===== config.mk =====
export PLATFORM = sky130hd
export DESIGN_NAME = cpwm_dt_timer
export DESIGN_NICKNAME = d
export VERILOG_FILES = /design/src/rtl/cpwm_pkg.sv /design/src/rtl/cpwm_counter.sv /design/src/rtl/cpwm_capture.sv /design/src/rtl/cpwm_deadband.sv /design/src/rtl/cpwm_dt_timer.sv
export SDC_FILE = /design/constraint.sdc
export NUM_CORES = 1
export LEC_CHECK = 0
export ABC_AREA = 1
export BUFFER_PORTS_ARGS = -buffer_cell sky130_fd_sc_hd__buf_2
export CAP_MARGIN = 15
export CELL_PAD_IN_SITES_DETAIL_PLACEMENT = 0
export CELL_PAD_IN_SITES_GLOBAL_PLACEMENT = 1
export CORE_MARGIN = 4
export CORE_UTILIZATION = 38
export CTS_BUF_LIST = sky130_fd_sc_hd__clkbuf_16
export DETAILED_ROUTE_END_ITERATION = 12
export HOLD_SLACK_MARGIN = 0.08
export PLACE_DENSITY_LB_ADDON = 0.1
export SYNTH_ARGS = -nofsm -noshare
export SYNTH_HDL_FRONTEND = slang
export SYNTH_HIERARCHICAL = 1
export SYNTH_SLANG_ARGS = --single-unit

===== constraint.sdc =====
create_clock -name clk -period 1.9 [get_ports clk]
set_input_delay 0.19 -clock clk [delete_from_list [all_inputs] [get_ports clk]]
set_output_delay 0.19 -clock clk [all_outputs]
set_load 0.03 [all_outputs]

===== src/rtl/cpwm_pkg.sv =====
package cpwm_pkg;
  typedef enum logic {
    MODE_RELOAD  = 1'b0,
    MODE_ONESHOT = 1'b1
  } cnt_mode_e;

  typedef struct packed {
    logic p;
    logic n;
  } lvl_pair_t;
endpackage


===== src/rtl/cpwm_counter.sv =====
module cpwm_counter
  import cpwm_pkg::*;
#(
  parameter int W = 16,
  parameter logic [W-1:0] PER_RST = 9,
  parameter logic [W-1:0] CMP_RST = 4
) (
  input  logic         clk,
  input  logic         rst,
  input  logic         cnt_en,
  input  logic         restart,
  input  cnt_mode_e    mode,
  input  logic         per_wr,
  input  logic [W-1:0] per_in,
  input  logic         cmp_wr,
  input  logic [W-1:0] cmp_in,
  output logic [W-1:0] count,
  output logic [W-1:0] per_act,
  output logic [W-1:0] cmp_act,
  output logic         halted,
  output logic         tc_pulse,
  output logic         cmp_pulse
);
  logic [W-1:0] count_q, per_buf_q, per_act_q, cmp_buf_q, cmp_act_q;
  logic         halted_q, tc_q, cmp_q;
  logic         tick, at_end;

  assign tick   = cnt_en & ~halted_q;
  assign at_end = (count_q >= per_act_q);

  always_ff @(posedge clk) begin
    if (rst) begin
      count_q   <= '0;
      per_buf_q <= PER_RST;
      per_act_q <= PER_RST;
      cmp_buf_q <= CMP_RST;
      cmp_act_q <= CMP_RST;
      halted_q  <= 1'b0;
      tc_q      <= 1'b0;
      cmp_q     <= 1'b0;
    end else begin
      tc_q  <= 1'b0;
      cmp_q <= 1'b0;
      if (per_wr) per_buf_q <= per_in;
      if (cmp_wr) cmp_buf_q <= cmp_in;
      if (restart) begin
        count_q  <= '0;
        halted_q <= 1'b0;
      end else if (tick) begin
        cmp_q <= (count_q == cmp_act_q);
        if (at_end) begin
          tc_q      <= 1'b1;
          per_act_q <= per_wr ? per_in : per_buf_q;
          cmp_act_q <= cmp_wr ? cmp_in : cmp_buf_q;
          if (mode == MODE_ONESHOT) halted_q <= 1'b1;
          else                      count_q  <= '0;
        end else begin
          count_q <= count_q + 1'b1;
        end
      end
    end
  end

  assign count     = count_q;
  assign per_act   = per_act_q;
  assign cmp_act   = cmp_act_q;
  assign halted    = halted_q;
  assign tc_pulse  = tc_q;
  assign cmp_pulse = cmp_q;
endmodule


===== src/rtl/cpwm_capture.sv =====
module cpwm_capture #(
  parameter int W = 16,
  parameter int SYNC = 2
) (
  input  logic         clk,
  input  logic         rst,
  input  logic         cap_in,
  input  logic         cap_rd,
  input  logic [W-1:0] count,
  output logic [W-1:0] cap_val,
  output logic         cap_valid,
  output logic         cap_ovf
);
  localparam int SW = SYNC + 1;

  logic [SW-1:0] sync_q;
  logic [W-1:0]  val_q;
  logic          valid_q, ovf_q, edge_hit;

  assign edge_hit = sync_q[SYNC-1] & ~sync_q[SYNC];

  always_ff @(posedge clk) begin
    if (rst) begin
      sync_q  <= '0;
      val_q   <= '0;
      valid_q <= 1'b0;
      ovf_q   <= 1'b0;
    end else begin
      sync_q <= {sync_q[SW-2:0], cap_in};
      if (edge_hit) begin
        val_q   <= count;
        valid_q <= 1'b1;
        ovf_q   <= cap_rd ? 1'b0 : (ovf_q | valid_q);
      end else if (cap_rd) begin
        valid_q <= 1'b0;
        ovf_q   <= 1'b0;
      end
    end
  end

  assign cap_val   = val_q;
  assign cap_valid = valid_q;
  assign cap_ovf   = ovf_q;
endmodule


===== src/rtl/cpwm_deadband.sv =====
module cpwm_deadband #(
  parameter int DW = 8
) (
  input  logic          clk,
  input  logic          rst,
  input  logic [DW-1:0] dead,
  input  logic          din,
  output logic          dout
);
  logic [DW-1:0] wait_q;
  logic          out_q;

  always_ff @(posedge clk) begin
    if (rst || !din) begin
      wait_q <= '0;
      out_q  <= 1'b0;
    end else if (!out_q) begin
      if (wait_q == dead) out_q  <= 1'b1;
      else                wait_q <= wait_q + 1'b1;
    end
  end

  assign dout = out_q;
endmodule


===== src/rtl/cpwm_dt_timer.sv =====
module cpwm_dt_timer
  import cpwm_pkg::*;
#(
  parameter int W  = 16,
  parameter int DW = 8,
  parameter logic [W-1:0] PER_RST = 9,
  parameter logic [W-1:0] CMP_RST = 4
) (
  input  logic          clk,
  input  logic          rst,
  input  logic          cnt_en,
  input  logic          restart,
  input  logic          oneshot,
  input  logic          per_wr,
  input  logic [W-1:0]  per_in,
  input  logic          cmp_wr,
  input  logic [W-1:0]  cmp_in,
  input  logic [DW-1:0] dead_in,
  input  logic          kill,
  input  logic          kill_lvl_p,
  input  logic          kill_lvl_n,
  input  logic          cap_in,
  input  logic          cap_rd,
  output logic          out_p,
  output logic          out_n,
  output logic [W-1:0]  count,
  output logic [W-1:0]  cap_val,
  output logic          cap_valid,
  output logic          cap_ovf,
  output logic          tc_flag,
  output logic          cmp_flag
);
  localparam int SIDES = 2;

  logic [W-1:0]     cmp_act_w, per_act_w;
  logic             halted_w, pwm_raw;
  logic [SIDES-1:0] side_in, side_out;
  logic [1:0]       ksync_q;
  logic             kill_hold_q, force_kill;
  lvl_pair_t        safe_lvl;

  cpwm_counter #(.W(W), .PER_RST(PER_RST), .CMP_RST(CMP_RST)) cnt_i (
    .clk       (clk),
    .rst       (rst),
    .cnt_en    (cnt_en),
    .restart   (restart),
    .mode      (cnt_mode_e'(oneshot)),
    .per_wr    (per_wr),
    .per_in    (per_in),
    .cmp_wr    (cmp_wr),
    .cmp_in    (cmp_in),
    .count     (count),
    .per_act   (per_act_w),
    .cmp_act   (cmp_act_w),
    .halted    (halted_w),
    .tc_pulse  (tc_flag),
    .cmp_pulse (cmp_flag)
  );

  cpwm_capture #(.W(W)) cap_i (
    .clk       (clk),
    .rst       (rst),
    .cap_in    (cap_in),
    .cap_rd    (cap_rd),
    .count     (count),
    .cap_val   (cap_val),
    .cap_valid (cap_valid),
    .cap_ovf   (cap_ovf)
  );

  assign pwm_raw = (count < cmp_act_w);
  assign side_in = {~pwm_raw, pwm_raw};

  for (genvar s = 0; s < SIDES; s++) begin : g_side
    cpwm_deadband #(.DW(DW)) db_i (
      .clk  (clk),
      .rst  (rst),
      .dead (dead_in),
      .din  (side_in[s]),
      .dout (side_out[s])
    );
  end

  // kill latch: set from the synchronized input, released only at a period boundary
  always_ff @(posedge clk) begin
    if (rst) begin
      ksync_q     <= '0;
      kill_hold_q <= 1'b0;
    end else begin
      ksync_q <= {ksync_q[0], kill};
      if (ksync_q[1])
        kill_hold_q <= 1'b1;
      else if ((tc_flag || restart) && !kill && !ksync_q[0])
        kill_hold_q <= 1'b0;
    end
  end

  assign force_kill = kill | ksync_q[0] | ksync_q[1] | kill_hold_q;
  assign safe_lvl   = '{p: kill_lvl_p, n: kill_lvl_n};
  assign out_p      = force_kill ? safe_lvl.p : side_out[0];
  assign out_n      = force_kill ? safe_lvl.n : side_out[1];
endmodule


## After elaboration in Yosys (flattened, before gate mapping)

Index checks and enable logic that the tools add are counted.

- Register bits after elaboration: 125
- Bits of input ports: 52
- Output and inout port bits: 38
- Word-level logic and storage cells: 75

- Add/subtract/negate cells: 3
- Magnitude comparators: 2
- Eq/ne operators: 4
- Multiplexer cells: 17
- Bitwise operators: 14
- Reduce and logical (&&, ||, !) cells: 17

Operator list:

| operator | number |
|---|---|
| 16-bit two-way mux | 4 |
| 16-bit by 1-bit adder with 16-bit output (second input constant) | 1 |
| 8-bit by 1-bit adder with 8-bit output (second input constant) | 2 |
| 16-bit equality test | 1 |
| 8-bit equality test | 2 |
| 16-bit >= comparator | 1 |
| 16-bit < comparator | 1 |
| 1-bit two-way mux | 13 |
| 1-bit inverter | 8 |
| 2-bit AND reduction | 3 |
| 3-bit AND reduction | 2 |
| 1-bit OR | 4 |
| 2-bit nonzero test | 2 |
| 1-bit logical NOT | 3 |
| 1-bit logical OR | 3 |
| 3-bit OR reduction | 1 |
| 1-bit AND | 2 |
| 1-bit logical AND | 2 |
| 2-bit inequality test (second input constant) | 1 |
| 2-bit OR reduction | 1 |

## Longest topological paths before layout

Gate-level depths: netlist (run 1).

- Depth after elaboration: 5
- Gate-level depth with buffers: 17
- Depth with buffers taken out: 15

## Modules after synthesis

The synthesis (run 1) kept the hierarchy.

Modules (own cells, without submodules):

| module | instances | cells each | area each (um^2) | seq. area each (um^2) |
|---|---|---|---|---|
| cpwm_counter | 1 | 553 | 4259.1 | 1661.6 |
| cpwm_deadband | 2 | 94 | 603.1 | 180.2 |
| cpwm_capture | 1 | 122 | 889.6 | 420.4 |
| cpwm_dt_timer | 1 | 88 | 551.8 | 60.1 |

## Least setup slack after synthesis (run 1)

Ideal clock, no wire load.

- Path kind: register -> register
- Start point: register cnt_i.count_q[0], in the netlist cnt_i/count[0]
- End point: register cnt_i.cmp_act_q[15], in the netlist cnt_i/cmp_act[15]
- Library setup time: 0.123 ns
- Arrival time: 2.003 ns
- Required time: 1.777 ns
- Setup slack: -0.226 ns
- Stages on the path, launching flop included: 15
- Buffers on the path: 3
- Period minus slack after synthesis: 2.126 ns
- Cell sequence: dfxtp_1 buf_2 inv_1 ha_1 nand4_1 nor2_1 nor2_1 nand2_1 nand2_4 nand2_2 buf_6 buf_6 nand3_1 nand2_1 a21oi_2

- Word-level cells in the longest chain between the ends: 2

RTL lines:

| what | line | source |
|---|---|---|
| start: declaration | cpwm_counter.sv:24 | `logic [W-1:0] count_q, per_buf_q, per_act_q, cmp_buf_q, cmp_act_q;` |
| start signal: assignment | cpwm_counter.sv:58 | `count_q <= count_q + 1'b1;` |
| 16-bit >= comparator | cpwm_counter.sv:29 | `assign at_end = (count_q >= per_act_q);` |
| 3-bit AND reduction (no line) | n/a |  |
| end signal: assignment | cpwm_counter.sv:54 | `cmp_act_q <= cmp_wr ? cmp_in : cmp_buf_q;` |
| end: declaration | cpwm_counter.sv:24 |  |

Every way passes these cells.
A chain may end at the register's enable or synchronous reset.

## Final worst setup path (run 1)

- Start point: register cnt_i.per_act_q[7], in the netlist cnt_i/per_act[7]
- End point: register cnt_i.count_q[7], in the netlist cnt_i/count[7]

- Word-level cells in the longest chain between the ends: 3
- Elaborated cells between the ends (all ways): 4
- Those cells by class: order compare (1); eq/ne (1); mux (1); reduce/logical (1)

RTL lines:

| what | line | source |
|---|---|---|
| start: declaration | cpwm_counter.sv:24 |  |
| start signal: assignment | cpwm_counter.sv:53 | `per_act_q <= per_wr ? per_in : per_buf_q;` |
| 16-bit >= comparator * | cpwm_counter.sv:29 |  |
| 2-bit inequality test (no line) | n/a |  |
| 2-bit AND reduction (no line) | n/a |  |

Mark *: on every way between the ends. The rest lies on a longest branch, timed or not.

==> results of run 1 <==
## critical path: stages (launching register included)
cell and delay, ns:
dfxtp_1 0.32, inv_2 0.05, ha_4 0.26, nand2_1 0.06, inv_2 0.06, nand2_2 0.06, nor2_2 0.11, nor2_2 0.05
nand2_2 0.08, nand2_4 0.10, nand3_4 0.15, buf_6 0.15, nand3_1 0.08, a21oi_2 0.18
## layout by cell type (no fill, tap or decap), types with 5 or more instances in the layout
cell	netlist	final
nand3_1	91	89
xnor2_1	9	9
nand2_2	7	13
a21oi_2	21	30
ha_1	34	17
dfxtp_2	0	15
nor2_4	3	5
mux2i_1	29	29
dlygate4sd3_1	0	32
clkbuf_16	0	20
ha_4	0	17
buf_6	12	10
buf_4	0	47
o2111ai_1	7	7
o21ai_0	7	7
inv_1	134	123
nor2_1	134	127
xor2_1	11	11
nand2_4	3	5
a21oi_1	47	38
inv_2	3	13
nand4_1	10	10
nand3_2	8	9
nand2_1	196	188
buf_2	13	89
nor2_2	7	14
dfxtp_1	125	108
## worst min path at each step
stage,endpoint,start
6_report,cnt_i/per_buf_q[5]$_SDFF_PP0_,per_in[5]
5_1_grt,cnt_i/per_buf_q[5]$_SDFF_PP0_,per_in[5]
4_1_cts,cnt_i/per_buf_q[4]$_SDFF_PP0_,per_in[4]
3_5_place_dp,cap_i/sync_q[0]$_SDFF_PP0_,cap_in
3_3_place_gp,ksync_q[0]$_SDFF_PP0_,kill
2_1_floorplan,cap_i/sync_q[0]$_SDFF_PP0_,rst
## cells by family after synthesis
| group | after synthesis | synth area share |
|---|---|---|
| muxes | 29 | 0.0420 |
| xor gates and xnor gates | 20 | 0.0254 |
| adders and majority gates | 34 | 0.0616 |
| buffers and inverters | 174 | 0.111 |
| and+or+nand+nor | 472 | 0.307 |
| DFF | 125 | 0.362 |
| AOI/OAI and AO/OA | 97 | 0.0908 |
## routing by layer
layer  vias to the layer above  part of all wire  track usage
met5                         -                 0            0
met1                      2941              0.45        0.257
li1                       3384                 -            -
met3                        29             0.039       0.0469
met4                         0             0.027       0.0755
met2                       131              0.48        0.321
## through the flow
step	instances	setup slack, ns	setup TNS, ns
2_1_floorplan	951	0.000230	0
3_3_place_gp	1293	0.0368	0
3_5_place_dp	1293	0.0271	0
4_1_cts	1357	0.00548	0
5_1_grt	1366	-0.0138	-0.0397
6_report	1366	0.104	0
## registers in the layout, indices dropped and copies added, names as in the netlist, 2 cells and up
register	cells
cap_i/sync_q	3
ksync_q	2
cnt_i/cmp_buf_q	16
cnt_i/per_act	16
cap_i/cap_val	16
cnt_i/per_buf_q	16
cnt_i/cmp_act	16
g_side.db_i/dout	2
g_side.db_i/wait_q	16
cnt_i/count	16
## cell type report
class                      instances  area [µm²]  share of cell area
multi-input combinational        655        4000               0.427
sequential                       125        2530               0.270
timing repair buffer             186        1400               0.149
inverter                         139         524              0.0559
clock buffer                      17         425              0.0454
tap                              229         287              0.0306
clock inverter                    15         209              0.0223
## Yosys cell counts
master,n,area [µm²]
or2_4,1,8.76
o21ai_2,3,26.3
nand3_1,91,455
xor2_1,11,96.3
dfxtp_1,125,2500
nor3_2,1,10.0
xnor2_1,9,78.8
mux2i_1,29,290
a21oi_1,47,235
buf_2,13,65.1
nand2_2,7,43.8
nor2_4,3,33.8
nor4_1,1,6.26
buf_6,12,135
ha_1,34,425
nor2_1,134,503
buf_1,3,11.3
clkbuf_8,1,13.8
a21boi_1,2,15.0
nand3_2,8,80.1
clkinv_1,2,7.51
o2111ai_1,7,61.3
a21oi_2,21,184
a221oi_1,4,35.0
nand4_1,10,62.6
inv_2,3,11.3
nand2_4,3,33.8
nor2_2,7,43.8
inv_1,134,503
nor2_8,3,60.1
nand3b_1,2,15.0
nand2_1,196,736
o22ai_1,4,25.0
nor3_1,5,25.0
o21ai_1,2,10.0
o21ai_0,7,35.0
clkbuf_1,6,22.5
## where the power goes
group	switching [mW]	internal (mW)	leakage, nW
combinational	0.934	0.674	2.97
clock	1.30	2.22	0.308
sequential	0.0871	2.76	1.03
total	2.32	5.66	4.31
## timing repair
item / in CTS / in global routing
gates resized for setup: 0 / 77
setup buffers: 0 / 1
hold buffers: 32 / 0
hold endpoints to repair: 33 / 0
setup endpoints to repair: 0 / 66
==> summary.txt, run 1 <==
Route
  • Routed WL per cell: 15.1 µm
  • 1st-iter DRT viols: 270
  • Post-DRT Antenna Nets: 0
  • Total DRC errors in the routed layout: 0
  • Final wirelength: 20.6 mm
  • DR vias/cell: 4.75
  • Drt first pass iters: 4
  • Total number of vias: 6485

Timing
  • Worst Clk Skew: 0.00962 ns
  • Tcrit/Tclk final: 0.945
  • Fmax: 557 MHz
  • RSZ-0062 raised after global routing: yes
  • Worst-Margin Slew: 0.484 ns
  • Minimum hold slack: 0.0805 ns
  • Final slew viol count: 0
  • Setup violations, final: 0
  • Fin crit period: 1.80 ns
  • Slew margin rel.: 0.677
  • Final Hold Fails: 0

Die
  • Die Span X: 143 µm
  • # IOs: 90
  • Core area: 0.0179 mm²
  • Starting Density: 0.386
  • DIE HEIGHT: 143 µm
  • Row cnt: 49
  • Die area: 0.0204 mm²

Placement
  • GP Congestion: 0.871
  • DP Area: 0.00789 mm²
  • Buffers on Ports: 89
  • Hpwl dp: 14.4 mm

Synth
  • Yosys reg bits: 125
  • Post-synthesis net count: 1037
  • Count of cell types in the netlist: 37
  • Syn Inst Count: 951
  • Post-Syn Area per Cell: 7.26 µm²
  • Post-Syn Area: 0.00691 mm²
  • Yosys Warn Count: 6
  • Register area share after synthesis: 0.362

Clock tree
  • Root Driver: clkbuf_16
  • Clk sink count: 125
  • Clock transition at the registers of the reported paths: 0.06 ns
  • TritonCTS clock tree: yes
  • TritonCTS Buffers: 17
  • Worst-Skew Late Latency: 0.42 ns
  • Clock buffer depth: 2
  • Htree depth: 4

Critical path
  • WP data arrival: 2.14 ns
  • Worst path required time: 2.24 ns
  • Crit. End Element: flop
  • Worst R2R Start: cnt_i/per_act[7]$_SDFFE_PP0P_
  • FF-to-FF End: cnt_i/count[7]$_SDFFE_PP0P_
  • Worst Setup EP: cnt_i/count[7]$_SDFFE_PP0P_
  • CP max FO: 7
  • CP Class: reg2reg
  • Reg2Reg Depth: 13
  • First element of the critical path: cnt_i/per_act[7]$_SDFFE_PP0P_
  • Worst setup SP type: flop
  • Reg2reg setup slack: 0.10 ns

Cells and area
  • Fraction of layout cells with a size suffix above 1: 0.283
  • Fill cell count: 1831
  • Syn-to-layout area delta: 35.7%
  • Final core utilization: 0.523
  • ANT cells: 0
  • Final instance area: 0.00937 mm²
  • Final nets: 1210

Global routing
  • All-Layer GR Usage: 0.199
  • Global-route wire length before repair: 31.6 mm
  • Largest net degree at the start of global routing: 39
  • Initial antenna violation count: 0
  • Grt ovf: 0
  • Vias in the first global route: 6140

Hold path
  • Hold path depth: 3
  • Hold Crit Class: in2reg

Pwr
  • PwrDens: 851 mW/mm²
  • Leak Pwr: 4.31 nW
  • Worst IR Drop VDD: 0.852 mV
  • Overall Power: 7.98 mW

Flow run
  • Max Cap Viol: 0

Run status
  • Status: finished, final reports clean
(Power assumes the default switching activity.)
==> inputs of run 2 (changes only) <==
--- a/config.mk
+++ b/config.mk
@@ -11,11 +11,12 @@
 export CELL_PAD_IN_SITES_DETAIL_PLACEMENT = 0
 export CELL_PAD_IN_SITES_GLOBAL_PLACEMENT = 1
 export CORE_MARGIN = 4
-export CORE_UTILIZATION = 38
+export CORE_UTILIZATION = 42
 export CTS_BUF_LIST = sky130_fd_sc_hd__clkbuf_16
 export DETAILED_ROUTE_END_ITERATION = 12
-export HOLD_SLACK_MARGIN = 0.08
+export HOLD_SLACK_MARGIN = 0.06
 export PLACE_DENSITY_LB_ADDON = 0.1
+export SKIP_LAST_GASP = 1
 export SYNTH_ARGS = -nofsm -noshare
 export SYNTH_HDL_FRONTEND = slang
 export SYNTH_HIERARCHICAL = 1
==> constraint.sdc (replaced) <==
create_clock -name clk -period 1.72 [get_ports clk]
set_input_delay 0.172 -clock clk [delete_from_list [all_inputs] [get_ports clk]]
set_output_delay 0.172 -clock clk [all_outputs]
set_load 0.03 [all_outputs]
==> run 2 against run 1 <==
  * The flow now finishes with violations (negative setup slack)
  * Utilization grew 10 points
  * Largest power group unchanged
  * Die area down 9.0%
  * Count of clock-buffer cells in the layout increased by 1
  * Clock power is 4% lower
  * Critical endpoint is now cnt_i/cmp_act[3]$_SDFFE_PP0P_
==> summary.txt, run 2 (synthesis results as in run 1) <==
Run status
  • Failing checks: negative setup slack
  • Status: complete, but fails checks

Cells and area
  • Syn-to-layout area delta: 45.3%
  • Commonest non-fill, non-tap cell in the layout: nand2_1
  • Fraction of layout cells with a size suffix above 1: 0.362 (+0.0787)
  • Final nets: 1239 (+2.4%)
  • Commonest cells after routing, fill and taps aside: 162 x nand2_1, 124 x nor2_1, 121 x inv_1
  • ANT cells: 0 (unchanged)
  • Final instance area: 0.0100 mm² (+7.1%)

Hold path
  • Hold Crit Class: in2reg
  • Hold endpoint: cnt_i/per_act[12]$_SDFFE_PP0P_
  • Hold path start: restart
  • Hold path depth: 5 (+2)

Pwr
  • Overall Power: 8.57 mW (+7.5%)
  • PwrDens: 855 mW/mm² (+0.36%)
  • Leak Pwr: 4.48 nW (+3.8%)
  • Worst IR Drop VDD: 0.748 mV (-12%)

Critical path
  • CP max stage delay: 0.32 ns (about the same)
  • FF-to-FF End: cnt_i/cmp_act[3]$_SDFFE_PP0P_
  • CP max FO: 6 (-1)
  • Slowest CP cell: dfxtp_2
  • Worst setup SP type: flop
  • CP most frequent cell: nand2_2
  • Reg2reg setup slack: -0.14 ns (-0.24 ns)
  • Crit. End Element: flop
  • Worst path required time: 2.03 ns (-0.21 ns)
  • Reg2Reg Depth: 15 (+2)
  • Crit path cell chain: inv_2 -> ha_4 -> nand2_2 -> inv_2 -> nand2_2 -> nor2_2 -> nor2_2 -> nand2_2 -> nand2_4 -> buf_12 -> nand2_8 -> clkbuf_16 -> nand3_2 -> nand2_1 -> a21oi_2
  • Worst R2R Start: cnt_i/per_act[5]$_SDFFE_PP0P_
  • WP data arrival: 2.17 ns (+0.03 ns)
  • CP Class: reg2reg

Timing
  • Final slew viol count: 0 (unchanged)
  • Setup violations, final: 52 (+52)
  • Worst-Margin Slew: 0.622 ns (+0.138 ns)
  • Fmax: 539 MHz (-3.3%)
  • RSZ-0062 raised after global routing: yes
  • Fin crit period: 1.86 ns (+0.0607 ns)
  • Final Hold Fails: 0 (unchanged)
  • Worst Clk Skew: 0.00647 ns (-0.00316 ns)
  • Tcrit/Tclk final: 1.08 (+0.134)
  • Final setup margin: -0.137 ns (-0.241 ns)
  • Slew margin rel.: 0.583 (-0.0933)

Placement
  • Hpwl dp: 13.9 mm (-3.5%)
  • Buffers on Ports: 89 (unchanged)
  • DP Area: 0.00819 mm² (+3.7%)
  • GP Congestion: 0.884 (+1.5%)

Die
  • Die Span X: 136 µm (-4.6%)
  • Die area: 0.0186 mm² (-9.0%)
  • # IOs: 90 (unchanged)
  • DIE HEIGHT: 136 µm (-4.6%)
  • Starting Density: 0.432 (+0.0459)
  • Row cnt: 46 (-6.1%)
  • Core area: 0.0160 mm² (-11%)

Clock tree
  • Clk sink count: 125 (unchanged)
  • Root Driver: clkbuf_16
  • TritonCTS Buffers: 17 (unchanged)
  • Clock buffer depth: 2 (unchanged)
  • Worst-Skew Late Latency: 0.42 ns (about the same)
  • Htree depth: 4 (unchanged)
  • TritonCTS clock tree: yes
  • Clock transition at the registers of the reported paths: 0.06 ns (about the same)

Flow run
  • Max Cap Viol: 0 (unchanged)

Global routing
  • Met3 Resource Use GR: 0.0477 (+0.000857)
  • Grt ovf: 0 (unchanged)
  • Largest net degree at the start of global routing: 34 (-13%)
  • All-Layer GR Usage: 0.225 (+0.0270)
  • Grt met1 use: 0.304 (+0.0465)
  • GR Util met2: 0.362 (+0.0409)
  • Initial antenna violation count: 0 (unchanged)
  • Busiest grt layer: met2
  • Vias in the first global route: 6660 (+8.5%)
  • Global-route wire length before repair: 32.9 mm (+4.0%)

Route
  • DR vias/cell: 4.87 (+2.6%)
  • Total DRC errors in the routed layout: 0 (unchanged)
  • Total number of vias: 6734 (+3.8%)
  • Routed WL per cell: 14.7 µm (-2.6%)
  • Post-DRT Antenna Nets: 0 (unchanged)
  • Drt first pass iters: 5 (+1)
  • Final wirelength: 20.3 mm (-1.4%)
  • 1st-iter DRT viols: 490 (+81%)
-- run 2: worst max-delay path by stage --
stage               slack [ns]                             end                           from  cells after the start
floorplan                -0.12  cnt_i/cmp_act[15]$_SDFFE_PP0P_    cnt_i/count[0]$_SDFFE_PP0P_                     14
global placement         -0.16   cnt_i/cmp_act[7]$_SDFFE_PP0P_  cnt_i/per_act[5]$_SDFFE_PP0P_                     14
detailed placement       -0.19  cnt_i/cmp_act[14]$_SDFFE_PP0P_  cnt_i/per_act[5]$_SDFFE_PP0P_                     14
CTS                       -0.1  cnt_i/cmp_act[14]$_SDFFE_PP0P_    cnt_i/count[7]$_SDFFE_PP0P_                     13
global route             -0.26   cnt_i/cmp_act[1]$_SDFFE_PP0P_  cnt_i/per_act[7]$_SDFFE_PP0P_                     12
finish                   -0.14   cnt_i/cmp_act[3]$_SDFFE_PP0P_  cnt_i/per_act[5]$_SDFFE_PP0P_                     15
-- run 2: stage by stage --
| step | instances | hold WS (ns) | TNS (ns) | util | setup WS, ns |
|---|---|---|---|---|---|
| finish | 1382 | 0.210 | -3.43 | 0.627 | -0.137 |
| CTS | 1375 | 0.193 | -2.05 | 0.604 | -0.0994 |
| global route | 1382 | 0.235 | -10.32 | 0.627 | -0.257 |
| detailed placement | 1293 | 0.380 | -5.49 | 0.512 | -0.188 |
| floorplan | 951 | 0.243 | -3.43 | - | -0.117 |
| global placement | 1293 | 0.372 | -4.97 | 0.512 | -0.162 |
-- run 2: power by group --
part / total (mW) / leakage (nW) / switching, mW / internal, mW
logic: 2.05 / 3.17 / 1.15 / 0.903
clock network: 3.38 / 0.272 / 1.44 / 1.95
registers: 3.14 / 1.03 / 0.0958 / 3.04
-- run 2: metal layers --
metal / routed length (µm) / part of all wire
met1: 9360 / 0.46
met2: 9490 / 0.47
met5: 0 / 0
met4: 306 / 0.015
met3: 1120 / 0.055
-- run 2: worst max-delay path, delay by kind of cell, from the launching register on --
| kind | cells | cell delay, ns |
|---|---|---|
| buf+inv | 4 | 0.42 |
| fa+ha+maj | 1 | 0.27 |
| flops | 1 | 0.32 |
| simple gates | 9 | 0.70 |
| compound gates | 1 | 0.04 |
-- run 2: final cells by class --
type | count | area, µm²
Clock buffer | 18 | 450
Clock inverter | 14 | 108
Fill cell | 1446 | 5970
Inverter | 139 | 527
Multi-Input combinational cell | 655 | 4370
Sequential cell | 125 | 2560
Tap cell | 216 | 270
Timing Repair Buffer | 215 | 1750
-- run 2: timing repair --
item | 4_1_cts | 5_1_grt
pin swaps | 33 | 40
cloned | 5 | 1
endpoints found under the hold margin | 37 | 0
gates resized for setup | 66 | 85
setup endpoints to repair | 67 | 70
hold buffers | 36 | 0
setup buffers | 10 | 7
